===== config.mk =====
export PLATFORM = sky130hd
export DESIGN_NAME = nbr_refresh_top
export DESIGN_NICKNAME = d
export VERILOG_FILES = /design/src/rtl/nbr_refresh_pkg.sv /design/src/rtl/nbr_lfsr.sv /design/src/rtl/nbr_select.sv /design/src/rtl/nbr_req_slot.sv /design/src/rtl/nbr_refresh_top.sv
export SDC_FILE = /design/constraint.sdc
export NUM_CORES = 1
export LEC_CHECK = 0
export BUFFER_PORTS_ARGS = -buffer_cell sky130_fd_sc_hd__buf_2
export CORE_MARGIN = 2
export CORE_UTILIZATION = 30
export DETAILED_ROUTE_END_ITERATION = 7
export GPL_ROUTABILITY_DRIVEN = 0
export SLEW_MARGIN = 0
export SYNTH_ARGS = -nofsm -noshare
export SYNTH_HDL_FRONTEND = slang
export SYNTH_SLANG_ARGS = --single-unit

===== constraint.sdc =====
create_clock -name clk_i -period 5.59 [get_ports clk_i]
set_input_delay 0.8385 -clock clk_i [delete_from_list [all_inputs] [get_ports clk_i]]
set_output_delay 0.8385 -clock clk_i [all_outputs]
set_load 0.01 [all_outputs]

===== src/rtl/nbr_refresh_pkg.sv =====
package nbr_refresh_pkg;
  localparam int unsigned      LFSR_W        = 16;
  localparam logic [15:0]      LFSR_TAPS     = 16'hB400; // bits 15,13,12,10
  localparam logic [15:0]      SEED_FALLBACK = 16'hACE1;

  typedef enum logic {DIR_DOWN = 1'b0, DIR_UP = 1'b1} nbr_dir_e;
endpackage


===== src/rtl/nbr_lfsr.sv =====
module nbr_lfsr
  import nbr_refresh_pkg::*;
(
  input  logic              clk_i,
  input  logic              rst_ni,
  input  logic              step_i,
  input  logic              load_i,
  input  logic [LFSR_W-1:0] seed_i,
  output logic [LFSR_W-1:0] state_o,
  output logic              fb_o
);
  logic [LFSR_W-1:0] state_q;
  logic [LFSR_W-1:0] seed_safe;

  assign fb_o      = ^(state_q & LFSR_TAPS);
  assign seed_safe = (seed_i == '0) ? SEED_FALLBACK : seed_i;
  assign state_o   = state_q;

  always_ff @(posedge clk_i or negedge rst_ni) begin
    if (!rst_ni)      state_q <= SEED_FALLBACK;
    else if (load_i)  state_q <= seed_safe;
    else if (step_i)  state_q <= {state_q[LFSR_W-2:0], fb_o};
  end

  AST_LFSR_NONZERO: assert property (@(posedge clk_i) disable iff (!rst_ni)
    state_q != '0);
  AST_LFSR_HOLD: assert property (@(posedge clk_i) disable iff (!rst_ni)
    (!step_i && !load_i) |=> $stable(state_q));
  AST_LFSR_SHIFT: assert property (@(posedge clk_i) disable iff (!rst_ni)
    (step_i && !load_i) |=> state_q[LFSR_W-1:1] == $past(state_q[LFSR_W-2:0]));
  AST_SEED_ZERO: assert property (@(posedge clk_i) disable iff (!rst_ni)
    (load_i && seed_i == '0) |=> state_q == SEED_FALLBACK);
endmodule


===== src/rtl/nbr_select.sv =====
module nbr_select
  import nbr_refresh_pkg::*;
#(
  parameter int unsigned ROWS  = 16,
  parameter int unsigned ROW_W = $clog2(ROWS)
) (
  input  logic [ROW_W-1:0] row_i,
  input  nbr_dir_e         dir_i,
  output logic [ROW_W-1:0] nbr_o
);
  localparam logic [ROW_W-1:0] LAST_ROW = ROW_W'(ROWS - 1);

  always_comb begin
    if (row_i == '0)              nbr_o = ROW_W'(1);
    else if (row_i >= LAST_ROW)   nbr_o = LAST_ROW - ROW_W'(1);
    else if (dir_i == DIR_UP)     nbr_o = row_i + ROW_W'(1);
    else                          nbr_o = row_i - ROW_W'(1);
  end
endmodule


===== src/rtl/nbr_req_slot.sv =====
module nbr_req_slot #(
  parameter int unsigned ROW_W  = 4,
  parameter int unsigned DROP_W = 8
) (
  input  logic              clk_i,
  input  logic              rst_ni,
  input  logic              fire_i,
  input  logic [ROW_W-1:0]  row_i,
  input  logic              ready_i,
  output logic              valid_o,
  output logic [ROW_W-1:0]  row_o,
  output logic [DROP_W-1:0] drop_cnt_o
);
  localparam logic [DROP_W-1:0] DROP_MAX = '1;

  logic              valid_q;
  logic [ROW_W-1:0]  row_q;
  logic [DROP_W-1:0] drop_q;
  logic              blocked;

  assign blocked = valid_q && !ready_i;

  always_ff @(posedge clk_i or negedge rst_ni) begin
    if (!rst_ni) begin
      valid_q <= 1'b0;
      row_q   <= '0;
    end else if (fire_i && !blocked) begin
      valid_q <= 1'b1;
      row_q   <= row_i;
    end else if (ready_i) begin
      valid_q <= 1'b0;
    end
  end

  always_ff @(posedge clk_i or negedge rst_ni) begin
    if (!rst_ni)                                   drop_q <= '0;
    else if (fire_i && blocked && drop_q != DROP_MAX) drop_q <= drop_q + DROP_W'(1);
  end

  assign valid_o    = valid_q;
  assign row_o      = row_q;
  assign drop_cnt_o = drop_q;

  AST_HOLD_UNTIL_READY: assert property (@(posedge clk_i) disable iff (!rst_ni)
    (valid_q && !ready_i) |=> (valid_q && $stable(row_q)));
  AST_DROP_MONOTONIC: assert property (@(posedge clk_i) disable iff (!rst_ni)
    1'b1 |=> drop_q >= $past(drop_q));
  AST_DROP_ONLY_BLOCKED: assert property (@(posedge clk_i) disable iff (!rst_ni)
    !(fire_i && blocked) |=> $stable(drop_q));
  AST_FIRE_ACCEPT: assert property (@(posedge clk_i) disable iff (!rst_ni)
    (fire_i && ready_i) |=> (valid_q && row_q == $past(row_i)));
endmodule


===== src/rtl/nbr_refresh_top.sv =====
module nbr_refresh_top
  import nbr_refresh_pkg::*;
#(
  parameter int unsigned ROWS   = 65536,
  parameter int unsigned ROW_W  = $clog2(ROWS),
  parameter int unsigned DROP_W = 16
) (
  input  logic              clk_i,
  input  logic              rst_ni,
  input  logic              act_valid_i,
  input  logic [ROW_W-1:0]  act_row_i,
  input  logic [15:0]       prob_i,
  input  logic              seed_load_i,
  input  logic [15:0]       seed_i,
  output logic              ref_valid_o,
  output logic [ROW_W-1:0]  ref_row_o,
  input  logic              ref_ready_i,
  output logic [DROP_W-1:0] drop_cnt_o
);
  logic [LFSR_W-1:0] rnd;
  logic              rnd_fb;
  logic              fire;
  logic [ROW_W-1:0]  victim;
  nbr_dir_e          dir;

  nbr_lfsr u_lfsr (
    .clk_i   (clk_i),
    .rst_ni  (rst_ni),
    .step_i  (act_valid_i),
    .load_i  (seed_load_i),
    .seed_i  (seed_i),
    .state_o (rnd),
    .fb_o    (rnd_fb)
  );

  // compare against the pre-step value, strictly less
  assign fire = act_valid_i && (rnd < prob_i);
  assign dir  = nbr_dir_e'(rnd_fb);

  nbr_select #(.ROWS(ROWS), .ROW_W(ROW_W)) u_sel (
    .row_i (act_row_i),
    .dir_i (dir),
    .nbr_o (victim)
  );

  nbr_req_slot #(.ROW_W(ROW_W), .DROP_W(DROP_W)) u_slot (
    .clk_i      (clk_i),
    .rst_ni     (rst_ni),
    .fire_i     (fire),
    .row_i      (victim),
    .ready_i    (ref_ready_i),
    .valid_o    (ref_valid_o),
    .row_o      (ref_row_o),
    .drop_cnt_o (drop_cnt_o)
  );

  AST_NBR_ADJACENT: assert property (@(posedge clk_i) disable iff (!rst_ni)
    act_valid_i |-> ((victim == act_row_i + ROW_W'(1)) || (victim + ROW_W'(1) == act_row_i)));
  AST_NBR_IN_BANK: assert property (@(posedge clk_i) disable iff (!rst_ni)
    ref_valid_o |-> (32'(ref_row_o) < ROWS));
  AST_ZERO_PROB: assert property (@(posedge clk_i) disable iff (!rst_ni)
    (act_valid_i && prob_i == '0) |-> !fire);
  AST_NO_ACT_NO_REQ: assert property (@(posedge clk_i) disable iff (!rst_ni)
    (!act_valid_i && !ref_valid_o) |=> !ref_valid_o);
endmodule


# Yosys cells after proc, flatten, opt, wreduce, memory -nomap -nowiden
# Index checks and enable logic that the tools add are counted.
# Widths: inputs -> output; s select.
# word_totals
register_bits	49
out_inout_bits	33
elab_cells	30
# op_classes
add_sub_neg	3
magnitude_cmp	2
eq_ne	1
muxes	8
reduce_logical	12
# ops
operator	count
$mux 16	6
$add 16x1->16 const B	2
$logic_not 16->1	2
$ge 16x16->1 const B	1
$lt 16x16->1	1
$ne 16x16->1 const B	1
$reduce_xor 16->1	1
$sub 16x1->16 const B	1
$logic_and 1x1->1	5
$reduce_bool 2->1	2
$logic_not 1->1	2
$mux 1	2

# Depth between registers and ports, before layout
# Gate-level depths: netlist (run 1).
# depth
word_depth	5
mapped_depth	10

# By module
# From an unflattened synthesis (run 1), not the netlist that was laid out.
# unflattened
cells_unflattened	379
area_unflattened_um2	3676.0
# modules_own_cells
module	instances	cells_each	area_each_um2	seq_area_each_um2
nbr_req_slot	1	112	1441.4	825.8
nbr_select	1	144	1009.7	0.0
nbr_lfsr	1	71	845.8	410.4
nbr_refresh_top	1	52	379.1	0.0

# Worst setup path after synthesis (run 1)
# OpenSTA, ideal clock, no wires.
# synth_timing
path_kind	input -> register
from	in prob_i[5]
to	reg u_slot.row_q[10], in the netlist u_slot.row_o[10]
setup_ps	123
arrival_ps	2591
t_required_ps	5467
slack_ps	2876
path_stages	10
cell_sequence	inv_1 -> ha_1 -> a211oi_1 -> nor2_1 -> a2111oi_4 -> a21o_1 -> buf_2 -> nand2_1 -> buf_2 -> o221a_2
# synth_via
elab_chain_len	3
# synth_lines
item	line	source
start: declaration	nbr_refresh_top.sv:12	input logic [15:0] prob_i,
$lt 16x16->1	nbr_refresh_top.sv:37	assign fire = act_valid_i && (rnd < prob_i);
$logic_and 1x1->1	nbr_refresh_top.sv:37	
$logic_and 1x1->1	nbr_req_slot.sv:27	end else if (fire_i && !blocked) begin
end signal: assignment	nbr_req_slot.sv:29	row_q <= row_i;
end: declaration	nbr_req_slot.sv:17	logic [ROW_W-1:0] row_q;
# No other way between the ends.
# A chain may end at the register's enable or synchronous reset.

# Final worst setup path (run 1)
# layout_timing
from	reg u_lfsr.state_q[10], in the netlist u_lfsr.state_o[10]
to	reg u_slot.row_q[10], in the netlist u_slot.row_o[10]
# layout_via
elab_chain_len	4
# layout_lines
item	line	source
start: declaration	nbr_lfsr.sv:12	logic [LFSR_W-1:0] state_q;
start signal: assignment	nbr_lfsr.sv:21	else if (load_i) state_q <= seed_safe;
start signal: assignment	nbr_lfsr.sv:22	else if (step_i) state_q <= {state_q[LFSR_W-2:0], fb_o};
branches (longest 4 deep; another with $lt 16x16->1)	-	
# Parallel ways; which one is timed is not known.

==> results of run 1 <==
[critical path: cells and delay by family (launching register included)]
family                     cells  cell delay (ps)
xor gates and xnor gates       4             1180
AOI/OAI and AO/OA              2              540
and+or+nand+nor                2              590
DFF                            1              580
adders and majority gates      1              310
[metrics by stage]
stage / std cells / instance area [µm²] / setup WS, ps / utilization, %
after floorplan: 325 / 3188 / 2876 / -
after global routing: 539 / 3812 / 2057 / 36.93
after global placement: 531 / 3721 / 2267 / 36.04
final: 539 / 3812 / 2293 / 36.93
after CTS: 539 / 3812 / 2351 / 36.93
after detailed placement: 531 / 3721 / 2179 / 36.04
[sequential cells by signal, summed over array words and instances (netlist names)]
name               count
u_lfsr.state_o        16
u_slot.drop_cnt_o     16
u_slot.valid_o         1
u_slot.row_o          16
[final cells by class]
cell class | count | area, µm² | area share [%]
inverters | 25 | 93.84 | 2.461
clock inverters | 3 | 22.52 | 0.5907
clock buffers | 5 | 68.82 | 1.805
repair buffers | 86 | 432.9 | 11.36
well taps | 136 | 170.2 | 4.463
multi-input cells | 235 | 1788 | 46.90
flip-flops and latches | 49 | 1236 | 32.43
[cells by family (layout without fill, tap and decap cells)]
logic type / count (synthesis) / after routing / share of synthesized area, %
AOI/OAI and AO/OA: 65 / 65 / 16.33
xor gates and xnor gates: 32 / 32 / 8.791
adders and majority gates: 17 / 17 / 6.672
buffers and inverters: 41 / 119 / 5.377
DFF: 49 / 49 / 38.78
muxes: 19 / 19 / 6.358
and+or+nand+nor: 102 / 102 / 17.70
[cells in the final DEF, fill, tap and decap left out, types with 2 or more instances in the layout]
master,instances
a211oi_1,3
a21oi_1,7
a31oi_1,4
a41oi_1,2
and3_1,3
and3_2,2
buf_2,85
clkbuf_8,5
clkinv_4,2
dfrtp_1,41
dfstp_2,8
ha_1,17
inv_1,25
mux2_2,10
mux2i_1,9
nand2_1,26
nand3_1,10
nand4_1,9
nor2_1,8
nor2b_1,3
nor3_1,11
nor4_1,17
o21ai_0,17
o221a_2,12
o22a_1,8
or2_2,2
xnor2_1,12
xor2_1,19
[layer usage]
metal	GRT usage (%)	up-vias	share of wire [%]
met5	0	-	0
met4	2.505	0	0.40
met3	2.796	2	5.0
met2	21.34	64	46
met1	19.72	1278	48
li1	-	1350	-
[worst paths after layout]
kind	depth (start not counted)	start	end	slack [ps]
worst min-delay path	1	u_slot.drop_cnt_o[9]	u_slot.drop_cnt_o[9]	500
max in group asynchronous	2	rst_ni	u_lfsr.state_o[3]	4520
worst max-delay path	9	u_lfsr.state_o[10]	u_slot.row_o[10]	2290
worst min register to register	1	u_slot.drop_cnt_o[9]	u_slot.drop_cnt_o[9]	500
worst max register to register	9	u_lfsr.state_o[10]	u_slot.row_o[10]	2290
min in group asynchronous	2	rst_ni	u_slot.drop_cnt_o[4]	630
[power breakdown]
group / switching (mW) / leakage (nW) / internal [mW]
Clock: 0.126 / 0.0481 / 0.0891
Sequential: 0.0621 / 0.572 / 0.434
Combinational: 0.207 / 1.14 / 0.180
Total: 0.395 / 1.76 / 0.703
==> impl_results.md, run 1 <==
* Drc violations at 0
* Area growth, synth to finish at 19.58%
* Worst Path Max Fanout at 24
* Vias per std cell at ~5.0
* Via count at about 2,700
* RSZ-0062 raised after global routing: no
* Critical path arrival at about 3500 ps
* Seq/Total Area, Yosys at 38.78%
* Async set-reset flop share out of synthesis at 100.0%
* Share of cells above drive strength 1 at 34.24%
* Status: finished clean
* Hold buffer count at cts at 0
* Post-synth cell types at 52
* Post-CTS Resized at 0
* Most numerous cell in the Yosys netlist: dfrtp_1
* Top cells by area, synth: dfrtp_1 32%, ha_1 6.7%, dfstp_2 6.6%
* Die height at around 110 µm
* Rel. slew slack at between 30% and 40%
* Site row count at 37
* FMAX at 303.3 MHz
* Total power draw at approximately 1.1 mW
* Cell Area, Synth at roughly 3200 µm²
* Worst Max-Slew Pin Slew at 1044 ps
* Nature of the critical path endpoint: register
* Number of max-cap violations at 0
* HP Class: register to register
* EDFF count, synth at 0
* H-tree Lvls at 2
* GRT Total Usage at 13.69%
* Synth top area share at 32.18%
* Die Width at around 110 µm
* Power Density at 288.1 nW/µm²
* Cell count after synthesis at around 330
* Global-route wire length before repair at approximately 13,000 µm
* TNS Setup at 0 ps
* NumNets Final at about 470
* Ys Warns at 0
* Largest net degree at the start of global routing at 50
* Synth area leader: dfrtp_1
* Vias in the first global route at roughly 2,500
* Congestion Overflow GR at 0
* Ys flop type: dfrtp_1
* Initial antenna violation count at 0
* Clk root buf: clkbuf_8
* Fill count at around 1,100
* CP dominant cell by count: xor2_1
* CP Class: register to register
* Critical Path RT at 5790 ps
* Drt pass-1 iters at 4
* Detailed Place HPWL at around 6000 µm
* LEAKAGE at 1.763 nW
* Buffer count from post-CTS setup fixing at 0
* Crit start category: register
* Wire per inst at approximately 14 µm
* Max stage delay on crit path at a little over 800 ps
* Clk_lat worst skew at 300 ps
* Hold WS at between 400 and 500 ps
* Period utilization at about three fifths
* Final Hold Fails at 0
* CTS tree: built
* I/O Buffers at 85
* CORE AREA at 10,320 µm²
* Slowest-stage cell, CP: xnor2_2
* CTS clk-pin slew, worst paths at roughly 100 ps
* Setup Skew at 7.490 ps
* CTS Buf Count at 5
* Tmin final at approximately 3300 ps
* Syn nets at a little under 400
* VDD IR max at roughly 0.11 mV
* Mapped Avg Cell Area at 9.809 µm²
* 1st-iter DRT viols at between 150 and 200
* # diodes at 0
* Final ANT Viol Nets at 0
* Initial core utilization at a little under a third
* Top Ports at 86
* Die area at around 11,000 µm²
* Final WL at a little under 8000 µm
* Commonest cells in the netlist: 41 x dfrtp_1, 26 x nand2_1, 25 x inv_1, 19 x xor2_1
* Endpoints failing setup at 0
* CTS max path bufs at 2
* Yosys reg bits at 49
* Cell Chain, Critical Path: xor2_1, xnor2_2, xnor2_1, ha_1, nor3b_1, nand3b_1, o32ai_1, xor2_1, o221a_2
* CTS Sinks at about 50
* Max-slew violations at 0
No activity file was read; power rests on OpenSTA's default activity.
==> inputs of run 2 (changes only) <==
--- a/config.mk
+++ b/config.mk
@@ -5,6 +5,7 @@
 export SDC_FILE = /design/constraint.sdc
 export NUM_CORES = 1
 export LEC_CHECK = 0
+export ABC_AREA = 1
 export BUFFER_PORTS_ARGS = -buffer_cell sky130_fd_sc_hd__buf_2
 export CORE_MARGIN = 2
 export CORE_UTILIZATION = 30
==> constraint.sdc (replaced) <==
create_clock -name clk_i -period 3.42 [get_ports clk_i]
set_input_delay 0.513 -clock clk_i [delete_from_list [all_inputs] [get_ports clk_i]]
set_output_delay 0.513 -clock clk_i [all_outputs]
set_load 0.01 [all_outputs]
==> impl_results.md, run 2 <==
* RSZ-0062 raised after global routing: no
* Largest family of logic cells by synthesized area: simple AND/OR/NAND/NOR gates
* Via count at 3,742 (+39%)
* Multi-input gate area at 2297 µm² (+28%)
* CTS tree: built
* Async set-reset flop share out of synthesis at 100.0% (unchanged)
* Max-slew violations at 0 (unchanged)
* Most numerous cell in the Yosys netlist: nand2_1
* 1st-iter DRT viols at 168 (-14%)
* Setup Skew at 6.752 ps (-0.7384 ps)
* CTS Buf Count at 5 (unchanged)
* Initial core utilization at 30.41% (-0.47 points)
* Endpoints failing setup at 0 (unchanged)
* EDFF count, synth at 0 (unchanged)
* Buffer count from post-CTS setup fixing at 0 (unchanged)
* Crit start category: register
* Setup ws final at 735.0 ps (-1558 ps)
* Final WL at 10,300 µm (+33%)
* Mapped Avg Cell Area at 7.042 µm² (-28%)
* CP dominant cell by count: nand2_1
* Share of cells above drive strength 1 at 23.65% (-11 points)
* Syn nets at 635 (+61%)
* Max stage delay on crit path at 580 ps (-250 ps)
* Drc violations at 0 (unchanged)
* Yosys reg bits at 49 (unchanged)
* Hold buffer count at cts at 0 (unchanged)
* Commonest non-fill, non-tap cell in the layout: nand2_1
* Dpl ws at 761.1 ps (-1418 ps)
* Area growth, synth to finish at 18.40%
* VDD IR max at 0.2709 mV (+150%)
* Mux cell area share after synthesis at 0% (-6.4 points)
* Final Util at 36.00% (-0.93 points)
* HP Class: input port to async pin
* Power Density at 554.7 nW/µm² (+93%)
* # diodes at 0 (unchanged)
* Drt pass-1 iters at 4 (unchanged)
* Worst Max-Slew Pin Slew at 837.1 ps (-207.1 ps)
* Compound-Gate Fraction of Synth Area at 11.19% (-5.1 points)
* Global-route wire length before repair at 17,080 µm (+35%)
* Final ANT Viol Nets at 0 (unchanged)
* Synth area leader: dfrtp_1
* Synth Area in Adders at 5.346% (-1.3 points)
* Ys flop type: dfrtp_1
* Fill count at 1,404 (+33%)
* CTS clk-pin slew, worst paths at 70 ps (-30 ps)
* Die Width at 119.2 µm (+11%)
* Commonest cells in the netlist: 148 x nand2_1, 92 x inv_1, 41 x dfrtp_1, 41 x nand3_1, 37 x nor2_1
* Initial antenna violation count at 0 (unchanged)
* Seq/Total Area, Yosys at 31.07% (-7.7 points)
* CTS max path bufs at 2 (unchanged)
* FMAX at 372.4 MHz (+23%)
* GRT Total Usage at 14.72% (+1.0 points)
* Site row count at 42 (+14%)
* Slowest-stage cell, CP: dfstp_2
* I/O Buffers at 85 (unchanged)
* Detailed Place HPWL at 7954 µm (+32%)
* Status: finished clean
* Number of max-cap violations at 0 (unchanged)
* CORE AREA at 13,090 µm² (+27%)
* Post-synth cell types at 40 (-23%)
* Top cells by area, synth: dfrtp_1 26%, nand2_1 14%, inv_1 8.7%
* Critical path arrival at 2870 ps (-630 ps)
* CP Class: register to register
* Cell Chain, Critical Path: inv_2, nand2_1, nand2_1, nand2_4, nand2_4, nand2_2, nand2_1, inv_1, ha_1, inv_1, o21ai_0, nand4_1, nand2_1, nand2_1, nand3b_1, nand3_1, nand2_1, nand2_1
* LEAKAGE at 2.488 nW (+41%)
* Wire per inst at 12.51 µm (-13%)
* Clk root buf: clkbuf_16
* Top Ports at 86 (unchanged)
* Nature of the critical path endpoint: register
* Critical Path RT at 3610 ps (-2180 ps)
* Rel. slew slack at 43.77% (+14 points)
* Cell Area, Synth at 3979 µm² (+25%)
* Tmin final at 2685 ps (-612.5 ps)
* Die height at 119.2 µm (+11%)
* Vias per std cell at 4.547 (-9.0%)
* Clk_lat worst skew at 290 ps (about the same)
* Post-CTS Resized at 0 (unchanged)
* NumNets Final at 716 (+52%)
* Ys Warns at 0 (unchanged)
* H-tree Lvls at 2 (unchanged)
* Congestion Overflow GR at 0 (unchanged)
* Largest net degree at the start of global routing at 50 (unchanged)
* R2R Path Start: u_lfsr.state_o[10]
* Die area at 14,200 µm² (+24%)
* Placed Instances at 815 (+53%)
* Hold WS at 317.5 ps (-178.4 ps)
* Post-Synth Simple-Gate Area at 37.67% (+20 points)
* Most frequent cells in the layout: 148 x nand2_1, 92 x inv_1, 85 x buf_2
* Reg2Reg Depth at 18 (+9)
* Post-Layout Cell Count at 823 (+53%)
* Period utilization at 78.51% (+20 points)
* Register Area at 1236 µm² (unchanged)
* Worst Path Max Fanout at 23 (-4.2%)
* XOR/XNOR share of the synthesized area at 3.522% (-5.3 points)
* CTS Sinks at 49 (unchanged)
* Flop-to-flop setup slack at 740 ps (-1560 ps)
* Final Hold Fails at 0 (unchanged)
* Synth top area share at 25.79% (-6.4 points)
* Cell count after synthesis at 565 (+74%)
* Vias in the first global route at 3,496 (+37%)
* RR Endpoint: u_slot.row_o[10]
* TNS Setup at 0 ps (unchanged)
==> run 2: cell count changes after synthesis, sizes merged, moves of 11 or more <==
cell / before / now
inv: 25 / 94
nand2: 27 / 176
nand3: 10 / 46
nor2: 8 / 50
nor4: 18 / 6
o21ai: 17 / 34
o221a: 12 / 0
xor2: 19 / 8
==> run 2: through the flow <==
stage / instance area, µm² / total power [mW]
after global routing: 4711 / 2.846
after detailed placement: 4554 / 2.096
final: 4711 / 2.613
after floorplan: 3979 / 1.729
after global placement: 4554 / 2.096
after CTS: 4711 / 2.651
==> run 2: routing by layer <==
layer / global-route usage [%] / vias up / part of all wire (%) / wire length (µm)
met2: 23.38 / 70 / 44 / 4574
met3: 2.826 / 14 / 4.9 / 503
li1: - / 1984 / - / -
met4: 4.390 / 0 / 1.6 / 166
met5: 0 / - / 0 / 0
met1: 20.29 / 1674 / 49 / 5052
==> run 2: critical path: cells and delay by family (launching register included) <==
| kind | cells | cell delay (ps) |
|---|---|---|
| flops | 1 | 580 |
| fa+ha+maj | 1 | 130 |
| buf+inv | 3 | 180 |
| compound gates | 1 | 240 |
| simple gates | 13 | 1430 |
==> run 2: worst max-delay path by stage <==
stage	endpoint	cells past startpoint	startpoint
floorplan	u_slot.row_o[10]	19	u_lfsr.state_o[13]
global placement	u_slot.row_o[14]	18	u_lfsr.state_o[10]
detailed placement	u_slot.row_o[10]	18	u_lfsr.state_o[10]
CTS	u_slot.row_o[10]	18	u_lfsr.state_o[10]
global route	u_slot.row_o[10]	18	u_lfsr.state_o[10]
finish	u_slot.row_o[10]	18	u_lfsr.state_o[10]
==> run 2: cell type report <==
class                   instances  share of cell area (%)
clock inverters                 2                  0.3718
clock buffers                   6                   2.948
repair buffers                 88                   9.509
inverters                      94                   7.490
well taps                     176                   4.675
multi-input cells             408                   48.76
flip-flops and latches         49                   26.24
==> run 2: cell families after synthesis <==
kind of cell / Yosys count
AO/OA/AOI/OAI: 73
XOR/XNOR: 16
adder cells (fa/ha/maj): 17
buffers and inverters: 108
flip-flops: 49
AND/OR/NAND/NOR: 302
==> run 2: power breakdown <==
| group | switching, mW | internal [mW] | total, mW | leakage (nW) |
|---|---|---|---|---|
| sequential | 0.150 | 0.761 | 0.910 | 0.600 |
| clock | 0.237 | 0.296 | 0.533 | 0.0775 |
| combinational | 0.719 | 0.451 | 1.17 | 1.81 |
| total | 1.11 | 1.51 | 2.61 | 2.49 |
==> inputs of run 3 (changes only) <==
==> constraint.sdc (replaced) <==
create_clock -name clk_i -period 2.46 [get_ports clk_i]
set_input_delay 0.369 -clock clk_i [delete_from_list [all_inputs] [get_ports clk_i]]
set_output_delay 0.369 -clock clk_i [all_outputs]
set_load 0.01 [all_outputs]
==> impl_results.md, run 3 (synthesis gave the netlist of run 2 again) <==
* RSZ-0062 raised after global routing: yes
* Rel. slew slack at 37.79% (-6.0 points)
* Congestion Overflow GR at 0 (unchanged)
* Site row count at 42 (unchanged)
* Nature of the critical path endpoint: register
* Initial antenna violation count at 0 (unchanged)
* Clk_lat worst skew at 300 ps (about the same)
* Drt pass-1 iters at 4 (unchanged)
* Tmin final at 2226 ps (-459.4 ps)
* CTS max path bufs at 2 (unchanged)
* CTS clk-pin slew, worst paths at 80 ps (about the same)
* GRT Total Usage at 14.84% (+0.12 points)
* Number of max-cap violations at 0 (unchanged)
* H-tree Lvls at 2 (unchanged)
* CORE AREA at 13,090 µm² (unchanged)
* # diodes at 0 (unchanged)
* I/O Buffers at 85 (unchanged)
* Setup Skew at 10.55 ps (+3.794 ps)
* Share of cells above drive strength 1 at 25.11% (+1.5 points)
* Reg2Reg Depth at 18 (unchanged)
* Final Util at 36.56% (+0.55 points)
* CTS tree: built
* FMAX at 449.3 MHz (+21%)
* Vias in the first global route at 3,590 (+2.7%)
* Post-Layout Cell Count at 829 (+0.73%)
* Worst Max-Slew Pin Slew at 926.0 ps (+88.91 ps)
* Critical path arrival at 2420 ps (-450 ps)
* Status: finished clean
* Commonest non-fill, non-tap cell in the layout: nand2_1
* Endpoints failing setup at 0 (unchanged)
* Via count at 3,738 (-0.11%)
* Critical Path RT at 2660 ps (-950 ps)
* VDD IR max at 0.2928 mV (+8.1%)
* Final WL at 10,320 µm (+0.21%)
* 1st-iter DRT viols at 174 (+3.6%)
* Die area at 14,200 µm² (unchanged)
* Most frequent cells in the layout: 147 x nand2_1, 92 x inv_1, 85 x buf_2
* Initial core utilization at 30.41% (unchanged)
* Flop-to-flop setup slack at 230 ps (-500 ps)
* Top Ports at 86 (unchanged)
* Max-slew violations at 0 (unchanged)
* CP Class: register to register
* Die Width at 119.2 µm (unchanged)
* Power Density at 770.6 nW/µm² (+39%)
* Period utilization at 90.47% (+12 points)
* Drc violations at 0 (unchanged)
* Final Hold Fails at 0 (unchanged)
* Largest net degree at the start of global routing at 50 (unchanged)
* Clk root buf: clkbuf_16
* Worst Path Max Fanout at 7 (-70%)
* Global-route wire length before repair at 17,170 µm (+0.53%)
* CTS Buf Count at 5 (unchanged)
* Fill count at 1,440 (+2.6%)
* Vias per std cell at 4.509 (-0.83%)
* LEAKAGE at 2.520 nW (+1.3%)
* Wire per inst at 12.45 µm (-0.51%)
* Detailed Place HPWL at 8053 µm (+1.2%)
* Area growth, synth to finish at 20.22%
* Placed Instances at 820 (+0.61%)
* Die height at 119.2 µm (unchanged)
* HP Class: input port to async pin
* Hold buffer count at cts at 0 (unchanged)
* NumNets Final at 722 (+0.84%)
* CTS Sinks at 49 (unchanged)
* Crit start category: register
* Final ANT Viol Nets at 0 (unchanged)
==> run 3: routing by layer <==
| metal | track usage (%) | up-vias | wire length (µm) |
|---|---|---|---|
| li1 | - | 1997 | - |
| met1 | 19.83 | 1672 | 5094 |
| met2 | 24.21 | 62 | 4592 |
| met3 | 3.113 | 7 | 520 |
| met4 | 4.241 | 0 | 111 |
| met5 | 0 | - | 0 |
==> run 3: final timing paths <==
| check | startpoint | to |
|---|---|---|
| min in group clk_i | seed_i[8] | u_lfsr.state_o[8] |
| setup reg to reg | u_lfsr.state_o[13] | u_slot.row_o[14] |
| max in group asynchronous | rst_ni | u_slot.row_o[0] |
| hold / removal | rst_ni | u_slot.row_o[15] |
| setup / recovery | u_lfsr.state_o[13] | u_slot.row_o[14] |
| hold reg to reg | u_slot.row_o[13] | u_slot.row_o[13] |
==> run 3: worst max-delay path, stage by stage (launching register included) <==
cell	delay, ps
dfstp_2	590
nor2_2	60
nor2_2	150
nand2_4	100
nand2_8	100
nand2_2	60
nand2_1	50
inv_1	40
ha_1	160
inv_1	110
nand3_1	130
nand4_1	130
nand2_2	80
nand2_1	80
nand2_1	50
nand2_1	50
nand3_1	60
nand2_1	60
nand2_1	40
==> run 3: through the flow <==
stage / setup TNS [ps] / hold WS (ps) / power, mW / instance area [µm²] / worst slack, ps
CTS: 0 / 217.7 / 3.716 / 4748 / 99.75
floorplan: 0 / 73.41 / 2.403 / 3979 / 246.0
global route: -5.075 / 252.2 / 4.021 / 4783 / -5.075
finish: 0 / 156.7 / 3.686 / 4783 / 234.5
global placement: 0 / 457.7 / 2.937 / 4592 / 181.6
detailed placement: 0 / 465.5 / 2.940 / 4592 / 108.1
==> run 3: final cells by class <==
cell class	instances	area, µm²	area share [%]
flip-flops and latches	49	1236	25.84
inverters	94	352.8	7.376
clock buffers	6	138.9	2.903
well taps	176	220.2	4.604
repair buffers	94	493.0	10.31
clock inverters	2	17.52	0.3662
multi-input cells	408	2325	48.60
==> run 3: report_power, final <==
group / switching [mW] / internal [mW] / total [mW] / leakage [nW]
Sequential: 0.206 / 1.06 / 1.26 / 0.600
Combinational: 1.01 / 0.658 / 1.67 / 1.84
Clock: 0.339 / 0.411 / 0.750 / 0.0775
==> run 3: what timing repair did <==
item,CTS,global route
resized for setup,0,7
buffers inserted,0,1
setup endpoints to repair,0,21
